[src/rtl/crc_rx_pkg.sv]
package crc_rx_pkg;

  // widest word the shared arithmetic supports
  localparam int MAX_W = 32;

  // what the second stage does with the state this cycle
  typedef enum logic [1:0] {
    ACT_HOLD    = 2'd0,
    ACT_PRESET  = 2'd1,
    ACT_FOLD    = 2'd2,
    ACT_RESTART = 2'd3
  } fold_act_e;

  function automatic fold_act_e pick_act(input logic pend, input logic pclr);
    case ({pend, pclr})
      2'b10:   return ACT_FOLD;
      2'b11:   return ACT_RESTART;
      2'b01:   return ACT_PRESET;
      default: return ACT_HOLD;
    endcase
  endfunction

  // (x * X^w) mod (X^w + poly), for polynomials of degree w <= MAX_W
  function automatic logic [MAX_W-1:0] mul_xw(input logic [MAX_W-1:0] x,
                                               input logic [MAX_W-1:0] poly,
                                               input int w);
    logic [MAX_W-1:0] mask;
    logic [MAX_W-1:0] r;
    logic             top;
    mask = '1;
    if (w < MAX_W) mask = ({{(MAX_W-1){1'b0}}, 1'b1} << w) - 1'b1;
    r = x & mask;
    for (int i = 0; i < w; i++) begin
      top = r[w-1];
      r   = (r << 1) & mask;
      if (top) r = r ^ poly;
    end
    return r;
  endfunction

endpackage

[src/rtl/crc_rx_fold.sv]
// Second stage: combines the pending data term with the running state.
module crc_rx_fold
  import crc_rx_pkg::*;
#(
  parameter int           W      = 16,
  parameter logic [W-1:0] POLY   = 16'h1021,
  parameter logic [W-1:0] PRESET = 16'hFFFF
) (
  input  logic         clk,
  input  logic         rst_n,
  input  logic         pend,
  input  logic         pclr,
  input  logic [W-1:0] part,
  output logic [W-1:0] state_q,
  output logic [W-1:0] state_nxt
);

  // contribution of a preset state, used when a clear coincides with a word
  localparam logic [MAX_W-1:0] RESTART_W = mul_xw(MAX_W'(PRESET), MAX_W'(POLY), W);
  localparam logic [W-1:0]     RESTART   = RESTART_W[W-1:0];

  fold_act_e        act;
  logic [MAX_W-1:0] shifted_w;
  logic [W-1:0]     folded;

  always_comb begin
    act       = pick_act(pend, pclr);
    shifted_w = mul_xw(MAX_W'(state_q), MAX_W'(POLY), W);
    folded    = shifted_w[W-1:0] ^ part;
    case (act)
      ACT_FOLD:    state_nxt = folded;
      ACT_RESTART: state_nxt = RESTART ^ part;
      ACT_PRESET:  state_nxt = PRESET;
      default:     state_nxt = state_q;
    endcase
  end

  always_ff @(posedge clk) begin
    if (!rst_n) state_q <= PRESET;
    else        state_q <= state_nxt;
  end


  hold_idle_chk: assert property (@(posedge clk) disable iff (!rst_n)
    (!pend && !pclr) |=> $stable(state_q));


  clear_alone_preset_chk: assert property (@(posedge clk) disable iff (!rst_n)
    (!pend && pclr) |=> (state_q == PRESET));

endmodule

[config.mk]
export PLATFORM = sky130hd
export DESIGN_NAME = crc_rx_fold
export DESIGN_NICKNAME = d
export VERILOG_FILES = /design/src/rtl/crc_rx_pkg.sv /design/src/rtl/crc_rx_fold.sv
export SDC_FILE = /design/constraint.sdc
export NUM_CORES = 1
export LEC_CHECK = 0
export BUFFER_PORTS_ARGS = -buffer_cell sky130_fd_sc_hd__buf_2
export CAP_MARGIN = 30
export CELL_PAD_IN_SITES_DETAIL_PLACEMENT = 1
export CELL_PAD_IN_SITES_GLOBAL_PLACEMENT = 1
export CORE_MARGIN = 5
export CORE_UTILIZATION = 41
export CTS_BUF_LIST = sky130_fd_sc_hd__clkbuf_8
export DETAILED_ROUTE_END_ITERATION = 10
export PLACE_DENSITY = 0.9
export SYNTH_ARGS = -nofsm -noshare
export SYNTH_HDL_FRONTEND = slang
export SYNTH_SLANG_ARGS = --single-unit
[constraint.sdc]
create_clock -name clk -period 3.6 [get_ports clk]
set_input_delay 0.9 -clock clk [delete_from_list [all_inputs] [get_ports clk]]
set_output_delay 0.9 -clock clk [all_outputs]
set_load 0.03 [all_outputs]
; Word level (Yosys, flattened, before mapping)
; Cells that the tools add are included.
; W data, S select, Z words.
[op_classes]
muxes = 18
n_eq_ne = 6
bitwise = 18
[op_table]
columns = op, n
row1 = $mux W13, 16
row2 = $not A3 Y3, 16
row3 = $pmux W16 S3, 1
row4 = $xor A16 B16 Y16, 1
row5 = $eq A2 B2 Y1 const B, 4
row6 = $not A8 Y8, 1
row7 = $pmux W2 S3, 1
row8 = $eq A2 B1 Y1 const B, 2
[totals]
input_bits = 20
regBits = 16
word_cells = 43
out_inout_bits = 32

; Depth between registers and ports, before layout
[depth]
word_depth = 34
ltp_mapped = 6
ltp_nobuf = 5

; Worst setup path before layout
; No wires, ideal clock.
[synth_timing]
kind = register to output
startpoint = register state_q[13]
endpoint = output state_nxt[6]
n_path_buf = 0
path_stages_with_launch = 6
t_arrival_ps = 2561
path_slack_ps = 139
path_cell_list = dfxtp_1 > xnor3_2 > xnor3_2 > mux2i_1 > and3_4 > nor3_1
[synth_between]
elab_chain_len = 7
[synth_rtl]
columns = element, line
row1 = from (decl), crc_rx_fold.sv:14  ; output logic [W-1:0] state_q,
row2 = from (signal assigned), crc_rx_fold.sv:40  ; else state_q <= state_nxt;
row3 = $mux W13 (5 in series), crc_rx_pkg.sv:36  ; if (top) r = r ^ poly;
row4 = $xor A16 B16 Y16, crc_rx_fold.sv:29  ; folded = shifted_w[W-1:0] ^ part;
row5 = $pmux W16 S3, crc_rx_fold.sv:30  ; case (act)
row6 = to (decl), crc_rx_fold.sv:15  ; output logic [W-1:0] state_nxt
; No other way between the ends.

; Worst setup path in the final report
; Ends and elaborated chain as after synthesis.

==> summary.txt <==
Run status
  • Status: finished, final reports clean

Timing
  • Setup-failing EPs final: 0
  • Worst Skew: 0.00154 ns
  • Slew margin rel.: 0.719
  • Setup TNS: 0 ns
  • Min Tclk post-route: 3.47 ns
  • Setup ws final: 0.129 ns
  • Slew @ Worst Pin: around 0.42 ns
  • Final Hold Vio Count: 0
  • Final Max Slew Viols: 0
  • Final clock period utilization by the worst path: 0.964
  • RSZ-0062 raised after global routing: false
  • FMAX: ~0.29 GHz

Flow run
  • Max-cap violations: 0

Power
  • Worst VDD drop: approximately 0.00045 V
  • Power, Total: 0.00192 W
  • Static leakage: 0.937 nW
  • Pwr Density: about 1000 nW/µm²

Cells and area
  • Max FFs per register: 16
  • Final Net Count: 257
  • Most common cell after layout, fill and taps aside: buf_2
  • Fin area: 1960 µm²
  • Area of the multi-input gates: 1220 µm²
  • Fin cells: 284
  • Layout area overhead: 20.9%
  • FF+latch area: between 300 and 400 µm²
  • Most frequent cells in the layout: 51 x buf_2, 24 x nor2_1, 18 x nand2_1
  • Ant. Diodes: 0
  • Largest Register: state_q
  • Filler Cell Count: 481
  • Regs by FF count: state_q (16)
  • Share of layout cells above drive strength 1: 0.305

GRT
  • All-layer global routing usage: 0.193
  • Vias in the first global route: 1654
  • Largest net degree at the start of global routing: 22
  • First-pass GRT wire length: 8080 µm
  • Initial antenna violation count: 0
  • Overflow after GRT: 0

Logic synthesis
  • Register area share after synthesis: 0.197
  • Seq cells post-synth: 16
  • Synth top area share: 0.197
  • Post-synthesis compound-gate area fraction: 0.186
  • Mapped Nets: 210
  • Post-synth EDFFs: 0
  • Ranking of synthesized cells by area: dfxtp_1 20%, xnor3_1 11%, xnor3_2 5.9%
  • Top FF cell, synth: dfxtp_1
  • Mapped cell area: 1630 µm²
  • Mean Syn Cell Area: 8.55 µm²
  • Synth Area in Adders: 0
  • Largest area contributor in the netlist: dfxtp_1
  • Cell count after synthesis: between 150 and 200
  • Largest family of logic cells by synthesized area: XOR/XNOR gates
  • Yosys warning count: 0
  • Async SR Flop Fraction: 0
  • Netlist cell types: 47
  • Post-synthesis xor/xnor area fraction: 0.285
  • Mux share of post-synthesis cell area: 0.0493
  • Simple-Gate Fraction of Synth Area: 0.230

Die
  • I/O pin total: 52
  • Die width: between 70 and 80 µm
  • Die H: 73.0 µm
  • Initial core utilization: 0.434
  • Die area: around 5300 µm²
  • Row count: 22
  • Core Region: between 3000 and 4000 µm²

Critical path
  • Data required time of the critical path: 2.70 ns
  • R2R Path Start: state_q[13]
  • R2R cell count: 5
  • Crit path launch type: register
  • Worst Setup End Kind: primary output
  • Crit path arrival time: 2.57 ns
  • Critical path peak fanout: 6
  • Worst reg-to-reg setup slack: 1.32 ns
  • Critical path class: reg2out
  • Worst R2R End: state_q[6]

Clock tree
  • Clk Tree Root Cell: clkbuf_8
  • CTS clk-pin slew, worst paths: 0.07 ns
  • Clock Sinks: 16
  • Num CTS Buffers: 3
  • CTS H-Tree Depth: 1
  • Clock Latency Late Sink: 0.26 ns
  • CTS max path bufs: 2
  • CTS tree: built
  • Post-cts hold buffer count: 0

Place
  • Routability cong.: 0.765
  • Dpl hpwl: 3750 µm
  • Cell area after placement: ~1900 µm²
  • Pre-CTS setup slack: 0.392 ns
  • Placed cells: 280
  • Port bufs: 51

Routing
  • Routed vias: approximately 1.6k
  • First drt pass iteration count: 4
  • Average vias per placed instance: between 5 and 6
  • Initial DRC count: 78
  • Antenna-violating nets left: 0
  • Routed wire per std cell: around 17 µm
  • Routed Wire Length: a little under 5000 µm
  • DRC: 0

Worst hold path
  • Worst hold endpoint: state_q[7]
  • Hold Crit Class: reg2reg
  • Hold depth: 2
  • Hold Path Origin: state_q[7]
==> final cells by class <==
| type | count | share of cell area |
|---|---|---|
| inverter | 4 | 0.00764 |
| tap | 48 | 0.0306 |
| clock buffer | 4 | 0.0280 |
| timing repair buffer | 56 | 0.149 |
| multi-input combinational | 156 | 0.620 |
| sequential | 16 | 0.164 |
==> stage by stage <==
stage / hold slack, ns / utilization
detailed placement: 0.653 / 0.509
floorplan: 0.747 / -
CTS: 0.669 / 0.524
finish: 0.671 / 0.525
global route: 0.717 / 0.525
global placement: 0.648 / 0.509
==> cell usage after synthesis, drive strengths merged (6+ instances only) <==
cell    count
nand2      18
dfxtp      16
nor2       24
mux2i       8
xnor3      12
o21ai       7
buf         7
xnor2      10
o31ai       7
clkbuf      7
nor3       13
and3        6
==> critical path, stage by stage (launching register included) <==
cell and delay (ns):
dfxtp_1 0.47, xnor3_2 0.59, xnor3_2 0.44, or2_0 0.25
a311oi_2 0.29, nor3_1 0.09, buf_2 0.18
==> cell families after synthesis <==
logic type             after synthesis
AO/OA/AOI/OAI                       41
XOR/XNOR                            29
buffers and inverters               18
flip-flops                          16
multiplexers                         8
AND/OR/NAND/NOR                     78
==> timing repair <==
item	4_1_cts	5_1_grt
buffers inserted	0	0
endpoints found under the setup margin	0	2
gates resized for setup	0	2
==> worst max path at each step <==
stage / cells after the start / end / from
detailed placement: 6 / state_nxt[8] / state_q[15]
global placement: 6 / state_nxt[8] / state_q[15]
global route: 6 / state_nxt[8] / state_q[11]
floorplan: 5 / state_nxt[6] / state_q[13]
CTS: 6 / state_nxt[8] / state_q[15]
finish: 6 / state_nxt[6] / state_q[13]
==> per-layer routing <==
metal | GRT usage | routed length, µm
met5 | 0 | 0
met4 | 0.0676 | 63
met2 | 0.332 | 2450
met1 | 0.239 | 2190
met3 | 0.0386 | 192
==> report_power, final <==
| group | switching [W] | leakage (nW) | internal (W) |
|---|---|---|---|
| combinational | 0.000791 | 0.776 | 0.000648 |
| sequential | 0.0000839 | 0.132 | 0.000224 |
| clock | 0.0000708 | 0.0288 | 0.0000973 |
Power figures use the tool's default switching activity.
